<file path="src/rtl/tmr_pkg.sv">
package tmr_pkg;

    typedef enum logic [1:0] {
        OP_LOAD = 2'd0,
        OP_HOLD = 2'd1,
        OP_RUN  = 2'd2,
        OP_RSVD = 2'd3
    } op_e;

    // first source code that maps to a tick input
    localparam int SRC_BASE   = 4;

    // per-timer register layout
    localparam int TMR_STRIDE = 16;
    localparam int OFS_DIV    = 0;
    localparam int OFS_DATA   = 4;
    localparam int OFS_CTRL   = 8;

    // shared interrupt registers
    localparam int A_MASK     = 'h48;
    localparam int A_ACK      = 'h4C;
    localparam int A_RAW      = 'h50;
    localparam int A_MASKED   = 'h54;

endpackage

</file>
<file path="src/rtl/countdown_unit.sv">
module countdown_unit
    import tmr_pkg::*;
#(
    parameter int CNT_W = 32,
    parameter int N_SRC = 4
) (
    input  logic             clk,
    input  logic             rst_n,
    input  logic             div_wr,
    input  logic             ctrl_wr,
    input  logic [CNT_W-1:0] wdata,
    input  logic [N_SRC-1:0] ticks,
    output logic [CNT_W-1:0] count_o,
    output logic             expire_o
);
    localparam int SRC_W = $clog2(SRC_BASE + N_SRC);

    typedef struct packed {
        logic [CNT_W-1:0] div;
        logic [CNT_W-1:0] count;
        logic             run;
        logic [SRC_W-1:0] src;
    } unit_t;

    unit_t unit_d, unit_q;
    logic  tick_sel;
    op_e   op;

    always_comb begin
        tick_sel = 1'b0;
        for (int i = 0; i < N_SRC; i++) begin
            if (unit_q.src == SRC_W'(SRC_BASE + i)) tick_sel = ticks[i];
        end
    end

    always_comb begin
        op       = op_e'(wdata[1:0]);
        unit_d   = unit_q;
        expire_o = 1'b0;
        if (div_wr) unit_d.div = wdata;
        if (ctrl_wr && op != OP_RSVD) begin
            unit_d.src = wdata[SRC_W+1:2];
            case (op)
                OP_LOAD: unit_d.count = unit_q.div;
                OP_HOLD: unit_d.run   = 1'b0;
                OP_RUN:  unit_d.run   = 1'b1;
                default: unit_d.run   = unit_q.run;
            endcase
        end else if (unit_q.run && tick_sel) begin
            if (unit_q.count <= CNT_W'(1)) begin
                unit_d.count = unit_q.div;
                expire_o     = 1'b1;
            end else begin
                unit_d.count = unit_q.count - CNT_W'(1);
            end
        end
    end

    always_ff @(posedge clk) begin
        if (!rst_n) unit_q <= '0;
        else        unit_q <= unit_d;
    end

    assign count_o = unit_q.count;

    // a stopped counter only moves on a control write
    p_hold_stable_r3: assert property (@(posedge clk) disable iff (!rst_n)
        (!unit_q.run && !ctrl_wr) |=> $stable(unit_q.count));

    // one selected tick takes one off the count
    p_decrement_r4: assert property (@(posedge clk) disable iff (!rst_n)
        (unit_q.run && !ctrl_wr && tick_sel && unit_q.count > CNT_W'(1))
        |=> unit_q.count == $past(unit_q.count) - CNT_W'(1));

    // expiry reloads the divisor
    p_reload_r7: assert property (@(posedge clk) disable iff (!rst_n)
        expire_o |=> unit_q.count == $past(unit_q.div));

    // a reserved operation leaves run state and source alone
    p_rsvd_ignored_r6: assert property (@(posedge clk) disable iff (!rst_n)
        (ctrl_wr && wdata[1:0] == 2'd3) |=> ($stable(unit_q.run) && $stable(unit_q.src)));

endmodule

</file>
<file path="src/rtl/irq_ctrl.sv">
module irq_ctrl #(
    parameter int N_TMR = 2
) (
    input  logic             clk,
    input  logic             rst_n,
    input  logic [N_TMR-1:0] expire,
    input  logic             mask_wr,
    input  logic             ack_wr,
    input  logic [N_TMR-1:0] wdata,
    output logic [N_TMR-1:0] raw_o,
    output logic [N_TMR-1:0] mask_o,
    output logic             irq_o
);
    typedef struct packed {
        logic [N_TMR-1:0] raw;
        logic [N_TMR-1:0] mask;
    } irq_t;

    irq_t irq_d, irq_q;

    always_comb begin
        irq_d = irq_q;
        if (ack_wr)  irq_d.raw  = irq_q.raw & ~wdata;
        irq_d.raw = irq_d.raw | expire;  // set beats clear
        if (mask_wr) irq_d.mask = wdata;
    end

    always_ff @(posedge clk) begin
        if (!rst_n) irq_q <= '0;
        else        irq_q <= irq_d;
    end

    assign raw_o  = irq_q.raw;
    assign mask_o = irq_q.mask;
    assign irq_o  = |(irq_q.raw & irq_q.mask);

    // acknowledged bits without a new expiry end up clear
    p_ack_clears_r8: assert property (@(posedge clk) disable iff (!rst_n)
        ack_wr |=> ((irq_q.raw & $past(wdata) & ~$past(expire)) == '0));

    // an expiry always leaves its bit set
    p_set_wins_r9: assert property (@(posedge clk) disable iff (!rst_n)
        (expire != '0) |=> ((irq_q.raw & $past(expire)) == $past(expire)));

    // the mask takes the written value
    p_mask_load_r10: assert property (@(posedge clk) disable iff (!rst_n)
        mask_wr |=> irq_q.mask == $past(wdata));

endmodule

</file>
<file path="src/rtl/dual_tick_timer.sv">
module dual_tick_timer
    import tmr_pkg::*;
#(
    parameter int DATA_W = 32,
    parameter int N_SRC  = 4,
    parameter int ADDR_W = 8
) (
    input  logic              clk,
    input  logic              rst_n,
    input  logic              bus_wr,
    input  logic [ADDR_W-1:0] bus_addr,
    input  logic [DATA_W-1:0] bus_wdata,
    output logic [DATA_W-1:0] bus_rdata,
    input  logic [N_SRC-1:0]  tick_en,
    output logic              irq_o
);
    localparam int N_TMR = 2;

    logic [DATA_W-1:0] cnt [N_TMR];
    logic [N_TMR-1:0]  expire;
    logic [N_TMR-1:0]  raw, mask;

    for (genvar g = 0; g < N_TMR; g++) begin : g_tmr
        logic div_wr, ctrl_wr;
        assign div_wr  = bus_wr && bus_addr == ADDR_W'(g * TMR_STRIDE + OFS_DIV);
        assign ctrl_wr = bus_wr && bus_addr == ADDR_W'(g * TMR_STRIDE + OFS_CTRL);

        countdown_unit #(
            .CNT_W (DATA_W),
            .N_SRC (N_SRC)
        ) u_cnt (
            .clk      (clk),
            .rst_n    (rst_n),
            .div_wr   (div_wr),
            .ctrl_wr  (ctrl_wr),
            .wdata    (bus_wdata),
            .ticks    (tick_en),
            .count_o  (cnt[g]),
            .expire_o (expire[g])
        );
    end

    irq_ctrl #(
        .N_TMR (N_TMR)
    ) u_irq (
        .clk     (clk),
        .rst_n   (rst_n),
        .expire  (expire),
        .mask_wr (bus_wr && bus_addr == ADDR_W'(A_MASK)),
        .ack_wr  (bus_wr && bus_addr == ADDR_W'(A_ACK)),
        .wdata   (bus_wdata[N_TMR-1:0]),
        .raw_o   (raw),
        .mask_o  (mask),
        .irq_o   (irq_o)
    );

    always_comb begin
        bus_rdata = '0;
        for (int i = 0; i < N_TMR; i++) begin
            if (bus_addr == ADDR_W'(i * TMR_STRIDE + OFS_DATA)) bus_rdata = cnt[i];
        end
        if (bus_addr == ADDR_W'(A_MASK))   bus_rdata = DATA_W'(mask);
        if (bus_addr == ADDR_W'(A_RAW))    bus_rdata = DATA_W'(raw);
        if (bus_addr == ADDR_W'(A_MASKED)) bus_rdata = DATA_W'(raw & mask);
    end

    // the raw status address is read-only
    p_raw_readonly_r11: assert property (@(posedge clk) disable iff (!rst_n)
        (bus_wr && bus_addr == ADDR_W'(A_RAW) && expire == '0) |=> $stable(raw));

    // interrupt low in the first cycle after reset
    p_reset_quiet_r1: assert property (@(posedge clk)
        !rst_n |=> !irq_o);

endmodule

</file>
<file path="config.mk">
export PLATFORM = sky130hd
export DESIGN_NAME = dual_tick_timer
export DESIGN_NICKNAME = d
export VERILOG_FILES = /design/src/rtl/tmr_pkg.sv /design/src/rtl/countdown_unit.sv /design/src/rtl/irq_ctrl.sv /design/src/rtl/dual_tick_timer.sv
export SDC_FILE = /design/constraint.sdc
export NUM_CORES = 1
export LEC_CHECK = 0
export BUFFER_PORTS_ARGS = -buffer_cell sky130_fd_sc_hd__buf_4
export CORE_MARGIN = 2
export CORE_UTILIZATION = 30
export DETAILED_ROUTE_END_ITERATION = 10
export PLACE_DENSITY = 0.53
export SLEW_MARGIN = 0
export SYNTH_ARGS = -nofsm -noshare
export SYNTH_HDL_FRONTEND = slang
export SYNTH_SLANG_ARGS = --single-unit
</file>
<file path="constraint.sdc">
create_clock -name clk -period 5.7 [get_ports clk]
set_input_delay 0 -clock clk [delete_from_list [all_inputs] [get_ports clk]]
set_output_delay 0 -clock clk [all_outputs]
set_load 0.005 [all_outputs]
</file>
== Yosys cells after proc, flatten, opt, wreduce, memory -nomap -nowiden ==
Cells that the tools add are included.
Storage, ports and cells
  register bits after elaboration: 140
  input bits: 47
  output and inout bits: 33
  word-level logic and storage cells: 90
Operators by class
  add/subtract/negate cells: 2
  magnitude comparators: 2
  eq/ne operators: 22
  mux-type cells: 29
  bitwise logic cells: 5
  reductions and logical operators: 20
Operators with widths (count)
  $mux 32: 13
  $le 32x1->1 const B: 2
  $sub 32x1->32 const B: 2
  $eq 8x7->1 const B: 4
  $eq 3x3->1 const B: 8
  $eq 8x5->1 const B: 3
  $mux 1: 14
  $logic_and 1x1->1: 10
  $eq 8x3->1 const B: 1
  $eq 8x4->1 const B: 1
  $logic_not 8->1: 1
  $reduce_and 2->1: 4
  $and 2x2->2: 3
  $ne 2x2->1 const B: 3
  $reduce_bool 2->1: 3
  $eq 2x1->1 const B: 1
  $eq 2x2->1 const B: 1
  $logic_not 2->1: 1
  $mux 2: 1
  $not 2->2: 1
  $or 2x2->2: 1
  $pmux 1 s2: 1
  $reduce_or 2->1: 1

== Logic depth before layout (Yosys ltp) ==
  word-level depth: 9
  depth in mapped cells: 10
  depth with buffers taken out: 8

== By module ==
A second synthesis with hierarchy kept.
Second synthesis, totals
  cell total of the unflattened synthesis: 999
  area, all modules: 8205.4 µm²
Modules (own cells, without submodules)
  countdown_unit at g_tmr[1].u_cnt: instances 1, cells an instance 454, area an instance 3748.6 µm², sequential area each 1361.3 µm²
  countdown_unit at g_tmr[0].u_cnt: instances 1, cells an instance 452, area an instance 3696.0 µm², sequential area each 1361.3 µm²
  dual_tick_timer: instances 1, cells an instance 78, area an instance 609.3 µm², sequential area each 0.0 µm²
  irq_ctrl: instances 1, cells an instance 15, area an instance 151.4 µm², sequential area each 80.1 µm²

== Worst setup path before layout ==
No wires, ideal clock.
  kind: register to register
  start: register g_tmr[1].u_cnt.unit_q, in the netlist g_tmr[1].u_cnt.count_o[24]
  end: register g_tmr[1].u_cnt.unit_q, in the netlist g_tmr[1].u_cnt.count_o[21]
  setup time: 129 ps
  arrival time: 2526 ps
  data required time: 5571 ps
  setup slack: 3045 ps
  stages on the path, launching flop included: 10
  buffers on the path: 3
  clock period less this slack: 2655 ps
  cells stage by stage: dfxtp_1 > or4_1 > clkbuf_1 > or4_1 > clkbuf_1 > o41ai_4 > buf_2 > a21oi_1 > o211ai_1 > o21ai_0
On the way
  word-level cells in the longest chain between the ends: 4
RTL lines
  start: declaration: RTL line countdown_unit.sv:25  | unit_t unit_d, unit_q;
  start signal: assignment: RTL line countdown_unit.sv:61  | else unit_q <= unit_d;
  $le 32x1->1: RTL line countdown_unit.sv:50  | if (unit_q.count <= CNT_W'(1)) begin
  $mux 32: RTL line countdown_unit.sv:50
  $mux 32: RTL line countdown_unit.sv:49  | end else if (unit_q.run && tick_sel) begin
  $mux 32: RTL line countdown_unit.sv:41  | if (ctrl_wr && op != OP_RSVD) begin
No other way between the ends. The select of a mux whose other input is x is not followed.
A chain may end at the register's enable or synchronous reset.

== Worst setup path after layout ==
  start: register g_tmr[0].u_cnt.unit_q, in the netlist g_tmr[0].u_cnt.count_o[9]
  end: register g_tmr[0].u_cnt.unit_q, in the netlist g_tmr[0].u_cnt.count_o[8]
On the way
  word-level cells in the longest chain between the ends: 4
RTL lines (RTL line)
  start: declaration: countdown_unit.sv:25
  start signal: assignment: countdown_unit.sv:61
  $le 32x1->1: countdown_unit.sv:50
  $mux 32: countdown_unit.sv:50
  $mux 32: countdown_unit.sv:49
  $mux 32: countdown_unit.sv:41
No other way between the ends. The select of a mux whose other input is x is not followed.

==> flow_metrics.tcl <==
set metrics [dict create \
    run_status "completed" \
    cts_tree "built" \
    syn_avg_cell_area_sq_um 7.50 \
    cp_slowest_cell "sky130_fd_sc_hd__or4_1" \
    grt_antenna_before_repair 0 \
    multiplexer_area_fraction_after_synthesis 0.0288 \
    finalWorstPathRequiredPeriod_ns 3.37 \
    relSlewSlack 0.339 \
    async_reset_ff_frac 0 \
    layout-drive-gt1-share 0.141 \
    power_density_of_the_placed_cells_nw_per_um2 258 \
    setup.reg_to_reg.worst_slack_ns 2.33 \
    gpl.final_weighted_congestion 0.900 \
    drt-vias-per-instance 5.52 \
    detailed_place_hpwl_um 18700 \
    report.final.slew_viol_count 0 \
    synth-edff-count 0 \
    synth_top_cell_area_share 0.382 \
    maxClockFrequency_ghz 0.297 \
    die-width_um 160 \
    clk_transition_reported_paths_ns 0.06 \
    grt_pass1_vias 7069 \
    fin_setup_tns_ns 0 \
    synth-compound-area-share 0.261 \
    post-route-period-util 0.590 \
    cts-buffers-inserted 17 \
    vias 7639 \
    antenna-diode-count 0 \
    synth_largest_area_cell "sky130_fd_sc_hd__dfxtp_1" \
    design.core.area_sq_um 24200 \
    global_route.usage.total 0.207 \
    netlist_area_sq_um 7330 \
    start_util 0.303 \
    ys_top_cells_by_area "sky130_fd_sc_hd__dfxtp_1 (38%), sky130_fd_sc_hd__nand2_1 (10%), sky130_fd_sc_hd__a21oi_1 (9.4%)" \
    yosys_register_bits 140 \
    post-route-drc-count 0 \
    worst_clock_skew_ns 0.00832 \
    synth.lib_cells_used.distinct 61 \
    critical_path.max_stage_delay_ns 0.83 \
    area_growth_syn_to_layout_pct 25.0 \
    required_ns 6.02 \
    largest_net_degree_at_the_start_of_global_routing 63 \
    dominant_combinational_cell_family_by_area_after_synthesis "simple AND/OR/NAND/NOR gates" \
    synth_nets 1031 \
    route.final.wire_length_um 26600 \
    num_ports 80 \
    drv_cap 0 \
    critical_path.cell_chain "nor4_1 -> nand3b_1 -> or4_1 -> nand2_1 -> o21ai_0 -> a32o_1" \
    layout_commonest_cell "sky130_fd_sc_hd__nand2_1" \
    numPortBuffers 79 \
    h-tree-depth 4 \
    yosys.area_share.simple 0.271 \
    clockBufferDepth 2 \
    worst_setup_path_end_kind "flop" \
    hold_path.class "in -> reg" \
    drt-wirelength-per-cell_um 19.3 \
    root_driver "sky130_fd_sc_hd__clkbuf_16" \
    cts_sinks 140 \
    synth_xor_xnor_area_share 0 \
    dieArea_sq_um 25700 \
    final_critical_path_setup_slack_ns 2.33 \
    worst-slew-pin-transition_ns 0.983 \
    finalSetupViolCount 0 \
    yosys_warnings 0 \
    drt_pre_antenna_iters 5 \
    ir_drop_v 0.000160 \
    most_frequent_cells_in_the_layout "sky130_fd_sc_hd__nand2_1 (199), sky130_fd_sc_hd__dfxtp_1 (140), sky130_fd_sc_hd__a21oi_1 (138)" \
    crit_path_start_kind "flop" \
    leakage_nw 3.36 \
    dp_worst_setup_slack_ns 2.40 \
    floorplan.rows 57 \
    grt_first_pass_wirelength_um 41600 \
    post_cts_resized 0 \
    timing.critical_path.arrival_ns 3.69 \
    finalHoldViolCount 0 \
    critical_path_maximum_fanout 18 \
    postSynth.topFlopCell "sky130_fd_sc_hd__dfxtp_1" \
    drt-initial-drc-count 699 \
    grt_setup_unrepaired "no" \
    synth-seq-area-share 0.382 \
    synth_adder_area_share 0.0119 \
    finish.net_count 1100 \
    syn-instance-count 977 \
    clock_insertion_delay_at_the_later_pin_of_the_skew_report_ns 0.43 \
    critPathKind "reg -> reg" \
    drtAntennaViolNets 0 \
    die_height_um 160 \
    gr-total-overflow 0 \
]
what timing repair did:
action                                  4_1_cts  5_1_grt
setup buffers                                 0        0
hold buffers                                 32        0
endpoints found under the hold margin        72        0
endpoints found under the setup margin        0        0
metrics by stage:
step	hold WS [ns]	power, mW	utilization	instance area, sq um	cells
global route	0.0797	2.42	0.379	9160	1383
global placement	0.262	1.08	0.338	8170	1319
CTS	0.0180	2.38	0.379	9160	1383
finish	0.0450	2.36	0.379	9160	1383
detailed placement	0.268	1.07	0.338	8170	1319
floorplan	0.136	1.03	-	7330	977
synthesized netlist by cell type (3+ instances only):
library cell and count:
sky130_fd_sc_hd__nor4b_1 4, sky130_fd_sc_hd__and2_1 8, sky130_fd_sc_hd__o211ai_1 7, sky130_fd_sc_hd__nor2_1 48, sky130_fd_sc_hd__nand4b_1 3, sky130_fd_sc_hd__o21a_1 3
sky130_fd_sc_hd__and4b_1 3, sky130_fd_sc_hd__nand4_1 8, sky130_fd_sc_hd__dfxtp_1 140, sky130_fd_sc_hd__buf_2 7, sky130_fd_sc_hd__a21o_1 3, sky130_fd_sc_hd__a31oi_1 7
sky130_fd_sc_hd__a21oi_1 138, sky130_fd_sc_hd__inv_1 9, sky130_fd_sc_hd__ha_1 7, sky130_fd_sc_hd__nor2b_1 3, sky130_fd_sc_hd__and3_1 11, sky130_fd_sc_hd__a22o_1 31
sky130_fd_sc_hd__nand3_1 31, sky130_fd_sc_hd__mux2_2 4, sky130_fd_sc_hd__a211oi_1 5, sky130_fd_sc_hd__clkbuf_1 65, sky130_fd_sc_hd__a32o_1 4, sky130_fd_sc_hd__nand3b_1 4
sky130_fd_sc_hd__a221oi_1 5, sky130_fd_sc_hd__o221a_2 4, sky130_fd_sc_hd__or3_1 10, sky130_fd_sc_hd__o31a_1 5, sky130_fd_sc_hd__or4_1 7, sky130_fd_sc_hd__o21ai_0 57
sky130_fd_sc_hd__nor4_1 29, sky130_fd_sc_hd__o22ai_1 15, sky130_fd_sc_hd__nor3_1 43, sky130_fd_sc_hd__or2_2 3, sky130_fd_sc_hd__mux2i_1 11, sky130_fd_sc_hd__nand2_1 199
layer usage:
metal / share of wire / GRT usage
met1: 0.47 / 0.291
met2: 0.45 / 0.319
met3: 0.052 / 0.0307
met4: 0.026 / 0.0839
met5: 0 / 0
layout make-up:
type                            instances  area, sq um
Clock buffer                           21          460
Inverter                                9         33.8
Sequential cell                       140         2800
Timing Repair Buffer                  125         1020
Tap cell                              324          405
Clock inverter                         11          214
Fill cell                            2503        15000
Multi-Input combinational cell        753         4230
logic make-up (layout without fill, tap and decap cells):
family / after synthesis / after routing
flip-flops: 140 / 140
AND/OR/NAND/NOR: 422 / 422
AO/OA/AOI/OAI: 306 / 306
buffers and inverters: 84 / 166
multiplexers: 18 / 18
adder cells (fa/ha/maj): 7 / 7
sequential cells by signal (all words and copies together), names as in the netlist:
signal / flops
g_tmr.u_cnt.count_o: 64
g_tmr.u_cnt.unit_q: 72
u_irq.mask_o: 2
u_irq.raw_o: 2
worst max-delay path: cells and delay by family (launching register included):
kind / cells / cell delay, ns
AOI/OAI and AO/OA: 2 / 0.50
DFF: 1 / 0.37
and+or+nand+nor: 4 / 2.38
worst paths after layout:
| kind | start | cells after the start | to |
|---|---|---|---|
| worst min-delay path | bus_wr | 4 | u_irq.mask_o[0] |
| worst max register to register | g_tmr[0].u_cnt.count_o[9] | 6 | g_tmr[0].u_cnt.count_o[8] |
| worst max-delay path | g_tmr[0].u_cnt.count_o[9] | 6 | g_tmr[0].u_cnt.count_o[8] |
| worst min register to register | g_tmr[1].u_cnt.unit_q[39] | 2 | g_tmr[1].u_cnt.unit_q[39] |
power breakdown:
group,internal (mW),switching (mW)
sequential,0.979,0.000567
clock,0.843,0.445
combinational,0.0431,0.0490
total,1.87,0.494
Power figures use the tool's default switching activity.
